**src/rtl/train_seq_pkg.sv**
```systemverilog
package train_seq_pkg;

  typedef enum logic [2:0] {
    ST_IDLE, ST_ALT, ST_EQ, ST_BRIDGE, ST_ONES, ST_DATA, ST_OFF_ONES, ST_OFF_SIL
  } seq_state_t;

  localparam logic [1:0] KIND_SIL   = 2'b00;
  localparam logic [1:0] KIND_TRAIN = 2'b01;
  localparam logic [1:0] KIND_DATA  = 2'b10;

  localparam logic [1:0] LBL_A = 2'd0;
  localparam logic [1:0] LBL_B = 2'd1;
  localparam logic [1:0] LBL_C = 2'd2;
  localparam logic [1:0] LBL_D = 2'd3;

  // direct dibit to point map for the equalizer segment
  function automatic logic [1:0] eq_label(input logic [1:0] d);
    case (d)
      2'b00:   eq_label = LBL_C;
      2'b01:   eq_label = LBL_D;
      2'b11:   eq_label = LBL_A;
      default: eq_label = LBL_B;
    endcase
  endfunction

  // quarter-turn steps for the differential bridge map (labels are cyclic)
  function automatic logic [1:0] rot_step(input logic [1:0] d);
    case (d)
      2'b00:   rot_step = 2'd1;
      2'b01:   rot_step = 2'd0;
      2'b10:   rot_step = 2'd2;
      default: rot_step = 2'd3;
    endcase
  endfunction

endpackage

```
**src/rtl/train_seq_ctrl.sv**
```systemverilog
module train_seq_ctrl
  import train_seq_pkg::*;
#(
  parameter int CNT_W        = 12,
  parameter int ALT_LEN      = 256,
  parameter int EQ_LONG_LEN  = 2976,
  parameter int EQ_SHORT_LEN = 2938,
  parameter int BRIDGE_LEN   = 64,
  parameter int ONES_LEN     = 48,
  parameter int OFF_ONES_LEN = 32,
  parameter int OFF_SIL_LEN  = 48
) (
  input  logic             clk,
  input  logic             rst,
  input  logic             sym_stb,
  input  logic             rts,
  input  logic             long_sel,
  output seq_state_t       state,
  output logic [CNT_W-1:0] cnt,
  output logic             seg_end,
  output logic             long_q,
  output logic             cts
);

  logic [CNT_W-1:0] seg_len;

  always_comb begin
    case (state)
      ST_ALT:      seg_len = CNT_W'(ALT_LEN);
      ST_EQ:       seg_len = long_q ? CNT_W'(EQ_LONG_LEN) : CNT_W'(EQ_SHORT_LEN);
      ST_BRIDGE:   seg_len = CNT_W'(BRIDGE_LEN);
      ST_ONES:     seg_len = CNT_W'(ONES_LEN);
      ST_OFF_ONES: seg_len = CNT_W'(OFF_ONES_LEN);
      ST_OFF_SIL:  seg_len = CNT_W'(OFF_SIL_LEN);
      default:     seg_len = CNT_W'(1);
    endcase
  end

  assign seg_end = (cnt == seg_len - CNT_W'(1));

  always_ff @(posedge clk) begin
    if (rst) begin
      state  <= ST_IDLE;
      cnt    <= '0;
      long_q <= 1'b0;
      cts    <= 1'b0;
    end else if (sym_stb) begin
      cnt <= seg_end ? '0 : cnt + CNT_W'(1);
      case (state)
        ST_IDLE: begin
          cnt <= '0;
          if (rts) begin
            state  <= ST_ALT;
            long_q <= long_sel;
          end
        end
        ST_ALT:    if (seg_end) state <= ST_EQ;
        ST_EQ:     if (seg_end) state <= long_q ? ST_BRIDGE : ST_ONES;
        ST_BRIDGE: if (seg_end) state <= ST_ONES;
        ST_ONES: begin
          if (seg_end) begin
            if (rts) begin
              state <= ST_DATA;
              cts   <= 1'b1;
            end else begin
              state <= ST_OFF_ONES;
            end
          end
        end
        ST_DATA: begin
          cnt <= '0;
          if (!rts) begin
            state <= ST_OFF_ONES;
            cts   <= 1'b0;
          end
        end
        ST_OFF_ONES: if (seg_end) state <= ST_OFF_SIL;
        ST_OFF_SIL:  if (seg_end) state <= ST_IDLE;
        default:     state <= ST_IDLE;
      endcase
    end
  end

endmodule

```
**src/rtl/train_seq_labeler.sv**
```systemverilog
module train_seq_labeler
  import train_seq_pkg::*;
(
  input  logic       clk,
  input  logic       rst,
  input  logic       sym_stb,
  input  seq_state_t state,
  input  logic       cnt_lsb,
  input  logic       cnt_zero,
  input  logic       seg_end,
  input  logic       long_q,
  input  logic [1:0] scr_dout,
  output logic [1:0] sym_kind,
  output logic [1:0] sym_label,
  output logic [1:0] dif_seed
);

  logic [1:0] next_label;
  logic [1:0] next_kind;

  always_comb begin
    next_label = sym_label;
    next_kind  = KIND_SIL;
    case (state)
      ST_ALT: begin
        next_kind  = KIND_TRAIN;
        next_label = cnt_lsb ? LBL_B : LBL_A;
      end
      ST_EQ: begin
        next_kind  = KIND_TRAIN;
        next_label = eq_label(scr_dout);
      end
      ST_BRIDGE: begin
        next_kind  = KIND_TRAIN;
        next_label = sym_label + rot_step(scr_dout);
      end
      ST_ONES, ST_DATA, ST_OFF_ONES: next_kind = KIND_DATA;
      default: next_kind = KIND_SIL;
    endcase
  end

  always_ff @(posedge clk) begin
    if (rst) begin
      sym_kind  <= KIND_SIL;
      sym_label <= LBL_A;
      dif_seed  <= LBL_A;
    end else if (sym_stb) begin
      sym_kind  <= next_kind;
      sym_label <= next_label;
      if ((state == ST_BRIDGE && cnt_zero) || (state == ST_EQ && seg_end && !long_q))
        dif_seed <= next_label;
    end
  end

endmodule

```
**src/rtl/train_seq.sv**
```systemverilog
module train_seq
  import train_seq_pkg::*;
#(
  parameter int          CNT_W        = 12,
  parameter int          ALT_LEN      = 256,
  parameter int          EQ_LONG_LEN  = 2976,
  parameter int          EQ_SHORT_LEN = 2938,
  parameter int          BRIDGE_LEN   = 64,
  parameter int          ONES_LEN     = 48,
  parameter int          OFF_ONES_LEN = 32,
  parameter int          OFF_SIL_LEN  = 48,
  parameter logic [15:0] BRIDGE_PAT   = 16'h8888
) (
  input  logic       clk,
  input  logic       rst,
  input  logic       sym_stb,
  input  logic       rts,
  input  logic       long_train,
  input  logic [1:0] scr_dout,
  output logic [1:0] sym_kind,
  output logic [1:0] sym_label,
  output logic       cts,
  output logic       scr_load,
  output logic       scr_run,
  output logic [1:0] scr_din,
  output logic       scr_use_data,
  output logic [1:0] dif_seed,
  output logic       enc_init
);

  localparam int PAT_DIBITS = 8;
  localparam int IDX_W      = $clog2(PAT_DIBITS);

  seq_state_t       state;
  logic [CNT_W-1:0] cnt;
  logic             seg_end;
  logic             long_q;
  logic [IDX_W-1:0] pat_idx;
  logic             cnt_zero;

  train_seq_ctrl #(
    .CNT_W(CNT_W), .ALT_LEN(ALT_LEN), .EQ_LONG_LEN(EQ_LONG_LEN),
    .EQ_SHORT_LEN(EQ_SHORT_LEN), .BRIDGE_LEN(BRIDGE_LEN), .ONES_LEN(ONES_LEN),
    .OFF_ONES_LEN(OFF_ONES_LEN), .OFF_SIL_LEN(OFF_SIL_LEN)
  ) u_ctrl (
    .clk(clk), .rst(rst), .sym_stb(sym_stb), .rts(rts), .long_sel(long_train),
    .state(state), .cnt(cnt), .seg_end(seg_end), .long_q(long_q), .cts(cts)
  );

  assign cnt_zero = (cnt == '0);
  assign pat_idx  = cnt[IDX_W-1:0];

  train_seq_labeler u_lab (
    .clk(clk), .rst(rst), .sym_stb(sym_stb), .state(state),
    .cnt_lsb(cnt[0]), .cnt_zero(cnt_zero), .seg_end(seg_end), .long_q(long_q),
    .scr_dout(scr_dout), .sym_kind(sym_kind), .sym_label(sym_label),
    .dif_seed(dif_seed)
  );

  // scrambler and encoder steering follows the registered segment state
  always_comb begin
    scr_load     = (state == ST_ALT);
    scr_use_data = (state == ST_DATA);
    enc_init     = (state == ST_ONES) && cnt_zero;
    scr_run      = (state == ST_EQ) || (state == ST_BRIDGE) || (state == ST_ONES) ||
                   (state == ST_DATA) || (state == ST_OFF_ONES);
    if (state == ST_BRIDGE)
      scr_din = {BRIDGE_PAT[{pat_idx, 1'b0}], BRIDGE_PAT[{pat_idx, 1'b1}]};
    else
      scr_din = 2'b11;
  end

endmodule

```
**config.mk**
```make
export PLATFORM = sky130hd
export DESIGN_NAME = train_seq
export DESIGN_NICKNAME = d
export VERILOG_FILES = /design/src/rtl/train_seq_pkg.sv /design/src/rtl/train_seq_ctrl.sv /design/src/rtl/train_seq_labeler.sv /design/src/rtl/train_seq.sv
export SDC_FILE = /design/constraint.sdc
export NUM_CORES = 1
export LEC_CHECK = 0
export ABC_AREA = 1
export BUFFER_PORTS_ARGS = -buffer_cell sky130_fd_sc_hd__buf_2
export CORE_UTILIZATION = 53
export CTS_CLUSTER_SIZE = 20
export DETAILED_ROUTE_END_ITERATION = 12
export PLACE_DENSITY = 0.8
export SLEW_MARGIN = 20
export SYNTH_ARGS = -nofsm -noshare
export SYNTH_HDL_FRONTEND = slang
export SYNTH_SLANG_ARGS = --single-unit
```
**constraint.sdc**
```tcl
create_clock -name clk -period 2.2 [get_ports clk]
set_input_delay 0.11 -clock clk [delete_from_list [all_inputs] [get_ports clk]]
set_output_delay 0.11 -clock clk [all_outputs]
set_load 0.005 [all_outputs]
```
Yosys cells after proc, flatten, opt, wreduce, memory -nomap -nowiden
Memory sizes are Yosys's and may differ from the RTL's. A register that Yosys moved wholly into a read port is not among the register bits.
Cells that the tools add are included.
{"block": "word_totals", "reg_bits": 23, "romBits": 16, "inputBits": 7, "out_inout_bits": 13, "elab_cells": 88, "mem_count": 2}
{"name": "(name not given)", "depth": 8, "word_bits": 1, "read_ports": 1, "rd_clocked_by_memory_dff": 1, "wr": 0, "line_no": "train_seq.sv:68", "source": "scr_din = {BRIDGE_PAT[{pat_idx, 1'b0}], BRIDGE_PAT[{pat_idx, 1'b1}]};"}
{"name": "(name not given)", "depth": 8, "word_bits": 1, "read_ports": 1, "rd_clocked_by_memory_dff": 1, "wr": 0, "line_no": "train_seq.sv:68"}
{"block": "op_classes", "n_addsub": 3, "n_lt_le_gt_ge": 2, "eq_ne": 20, "muxes": 32, "reduce_logical": 22}
{"op": "12-bit case mux with 5 select lines", "count": 1}
{"op": "3-bit two-way mux", "count": 13}
{"op": "12-bit two-way mux", "count": 2}
{"op": "3-bit case mux with 8 select lines", "count": 1}
{"op": "2-bit case mux with 3 select lines", "count": 3}
{"op": "12-bit by 1-bit adder with 12-bit output (second input constant)", "count": 1}
{"op": "12-bit == test", "count": 1}
{"op": "3-bit == test (second input constant)", "count": 4}
{"op": "12-bit logical NOT", "count": 1}
{"op": "2-bit by 1-bit != test with 1-bit output (second input constant)", "count": 6}
{"op": "12-bit by 1-bit subtractor with 12-bit output (second input constant)", "count": 1}
{"op": "4-bit by 5-bit < comparator with 1-bit output (second input constant)", "count": 2}
{"op": "9-bit AND reduction", "count": 1}
{"op": "8-bit two-way mux", "count": 1}
{"op": "3-bit by 2-bit == test with 1-bit output (second input constant)", "count": 2}
{"op": "1-bit two-way mux", "count": 6}
{"op": "2-bit two-way mux", "count": 3}
{"op": "2-bit != test (second input constant)", "count": 3}
{"op": "3-bit OR reduction", "count": 2}
{"op": "1-bit logical OR", "count": 5}
{"op": "5-bit AND reduction", "count": 1}
{"op": "2-bit == test (second input constant)", "count": 2}
{"op": "1-bit logical AND", "count": 4}
{"op": "2-bit case mux with 2 select lines", "count": 1}
{"op": "11 further kinds", "count": 12}

Depth between registers and ports, before layout
{"block": "logic_depth", "ltp_word": 9, "depth_mapped": 18, "depth_no_buf": 17}

Cells and area by module
A second synthesis with hierarchy kept.
{"block": "unflattened", "hier_cells": 280, "area_unflattened_um2": 1716.6}
{"module": "train_seq_ctrl", "instances": 1, "cells_per_inst": 183, "area_each_um2": 1156.1, "seq_area_each_um2": 340.3}
{"module": "train_seq_labeler", "instances": 1, "cells_per_inst": 72, "area_each_um2": 455.4, "seq_area_each_um2": 120.1}
{"module": "train_seq", "instances": 1, "cells_per_inst": 25, "area_each_um2": 105.1, "seq_area_each_um2": 0.0}

Worst setup path after synthesis
No wires, ideal clock.
{"block": "synth_path", "kind": "register -> register", "startpoint": "register u_ctrl.state[2]", "endpoint": "register with a tool-made name", "t_arrival_ns": 1.944, "setup_slack_ns": 0.137, "stages_incl_launch_ff": 15, "path_buffers": 1, "period_less_slack_ns": 2.063, "path_cell_list": "dfxtp_1 -> buf_4 -> inv_4 -> ha_1 -> inv_1 -> nand3_4 -> nand2_1 -> nand2_1 -> nand2_1 -> nand3_1 -> nor2_2 -> nand3_4 -> nand2_4 -> nor2_1 -> o21a_1"}
{"element": "from (decl)", "line_no": "train_seq_ctrl.sv:18", "source": "output seq_state_t state,"}
{"element": "from (signal assigned)", "line_no": "train_seq_ctrl.sv:58", "source": "ST_EQ: if (seg_end) state <= long_q ? ST_BRIDGE : ST_ONES;"}

==> impl_metrics.ini <==
[drt]
firstDrtPassIters = 5
vias_per_cell = 5.52
routed_wl_um = 4750
drt_iter0_markers = 100
drc_errors = 0
vias = 2060
drt-wirelength-per-cell_um = 12.7
ant_nets = 0

[placed_design]
numPortBuffers = 19
dp_hpwl_um = 3660
place_ws_ps = 59.3
gp_congestion = 0.911
placedCellCount = 369

[sta]
worstMarginPinSlew_ps = 560
rsz0062_at_grt = true
setup_slack_ps = 149
slew_violations = 0
fin_crit_sh = 0.932
slew-limit-headroom = 0.626
period_minus_slack_ps = 2050
hold_violations = 0
clock_skew_ps = 2.32
setup_viol = 0
max_clock_freq_mhz = 488

[cts]
clkSlewWorstSetupHoldPaths_ps = 150
cts_root_buffer = clkbuf_4
holdBufCountCts = 0
postCtsSetupBuffers = 0
cts_tree = built
numCtsBuffers = 3
clk_path_buf_depth = 2
cts_max_level = 1
cts_num_sinks = 24
clock_latency_ps = 330

[synthesis]
yosys.area.top_type = dfxtp_1
synth_nets = 321
synth_top_area_frac = 0.255
syn_avg_cell_area_um2 = 6.21
yosysWarnings = 0
ys_ff_latch = 24
yosys_most_used_dff = dfxtp_1
ys_seq_area_frac = 0.255
synth_edf_count = 0
syn-cell-area_mm2 = 0.00188
synth.area.top_cells = dfxtp_1 26%, nand2_1 15%, inv_1 9.2%
synth_commonest_cells = 74 x nand2_1, 46 x inv_1, 26 x nand3_1
synth_cells = 303
synthDistinctLibCells = 32
synth-async-reset-ratio = 0
synth_most_common_cell = nand2_1

[global_routing]
antenna_found_initial = 0
track_usage = 0.270
grt_pass1_vias = 1750
grt_max_degree = 18
grt_pass1_wl_um = 7630
overflow = 0

[die]
fp.dieH_um = 61.6
floorplan.initialDensity = 0.559
die_x_um = 61.6
core_region_area_mm2 = 0.00336
fp.dieArea_mm2 = 0.00379
ios = 20
row_count = 21

[cells_and_area]
final_core_util = 0.642
syn_to_final_growth_pct = 14.9
stdcell_count = 373
diodes = 0
drive_gt1_frac = 0.180
final_nets = 346

[run_status]
outcome = completed

[critical_path]
timing.critical_path.arrival_ps = 2290
path_buf_inv = 2
worstPathMaxFanout = 7
crit_family = simple AND/OR/NAND/NOR gates
r2r_slack_ps = 150
cp-start-kind = flop
crit_path_end_kind = flop
path_depth = 13
timing.rr.start = u_ctrl.state[0]$_SDFFE_PP0P_
crit_type = flop to flop
max_stage_delay_ps = 390
crit_start = u_ctrl.state[0]$_SDFFE_PP0P_
path_cells = inv_2, nand2_1, nor2_4, nand2_1, nand2_1, inv_2, nand2_1, nand4_1, nor2_2, nand3_4, nand2_4, nor2_1, o21a_1
cpMostUsedCell = nand2_1
crit_slowest_cell = dfxtp_2
crit_required_ps = 2440
worstRegToRegCells = 13

[run]
drv_cap = 0

[pwr]
peakVddDrop_uv = 634
powerDensity_mw_per_mm2 = 1360
power_w = 0.00294
power.leakage_nw = 1.06

[hold_path]
hold_path.class = primary input to flop
## power breakdown
| part | total [W] | internal (W) | switching [W] |
|---|---|---|---|
| combinational | 0.00201 | 0.000698 | 0.00131 |
| clock | 0.000335 | 0.000184 | 0.000151 |
| sequential | 0.000591 | 0.000517 | 0.0000738 |
| total | 0.00294 | 0.00140 | 0.00154 |
## cell type report
| class | instances | area (um2) |
|---|---|---|
| Sequential cell | 24 | 487 |
| Timing Repair Buffer | 27 | 155 |
| Clock inverter | 1 | 30.0 |
| Multi-Input combinational cell | 222 | 1220 |
| Fill cell | 315 | 1200 |
| Inverter | 50 | 190 |
| Clock buffer | 3 | 22.5 |
| Tap cell | 46 | 57.6 |
## logic make-up after synthesis
family | share of synthesized area
AOI/OAI and AO/OA | 0.142
xor gates and xnor gates | 0.0140
adders and majority gates | 0.0732
buffers and inverters | 0.117
DFF | 0.255
and+or+nand+nor | 0.398
## metrics by stage
| step | instance area, um2 | TNS, ps | hold WS [ps] |
|---|---|---|---|
| finish | 2160 | 0 | 58.5 |
| CTS | 2120 | 0 | 61.6 |
| detailed placement | 2060 | 0 | 403 |
| floorplan | 1880 | 0 | 276 |
| global route | 2160 | -62.0 | 103 |
| global placement | 2060 | 0 | 396 |
## registers in the layout, indices dropped and copies added (netlist names), named ones only
register / count
u_ctrl.cnt: 12
u_ctrl.cts: 1
u_ctrl.long_q: 1
u_ctrl.state: 3
u_lab.dif_seed: 2
u_lab.sym_kind: 2
u_lab.sym_label: 2
## layer usage
metal  wire length, um  track usage
met1              2110        0.373
met2              2190        0.452
met3               344       0.0189
met4               110       0.0794
met5                 0            0
## worst min-delay path: stages
cell,delay (ps)
buf_2,70
o21ai_0,70
a21oi_1,110
## cells in the final DEF (no fill, tap or decap), drive strengths merged, types with 9 or more instances in the layout
cell / Yosys / routed
ha: 11 / 11
a21oi: 19 / 19
nand2: 78 / 78
buf: 1 / 27
nand3: 30 / 30
inv: 50 / 50
nand4: 11 / 11
o21ai: 19 / 19
nor3: 9 / 9
nor2: 28 / 28
dfxtp: 24 / 24
## repair_timing
| item | in CTS | in global routing |
|---|---|---|
| endpoints found under the hold margin | 0 | 0 |
| resized for setup | 0 | 14 |
| setup endpoints to repair | 0 | 16 |
## how the worst min path moves through the flow
stage | start | end | slack [ps] | cells after the start
final | long_train | u_ctrl.long_q$_SDFFE_PP0P_ | 60 | 3
after global routing | long_train | u_ctrl.long_q$_SDFFE_PP0P_ | 100 | 3
after CTS | long_train | u_ctrl.long_q$_SDFFE_PP0P_ | 60 | 3
after detailed placement | long_train | u_ctrl.long_q$_SDFFE_PP0P_ | 400 | 3
after global placement | long_train | u_ctrl.long_q$_SDFFE_PP0P_ | 400 | 3
after floorplan | rst | u_ctrl.cnt[9]$_SDFFE_PP0P_ | 280 | 3
No activity file was read; power rests on OpenSTA's default activity.
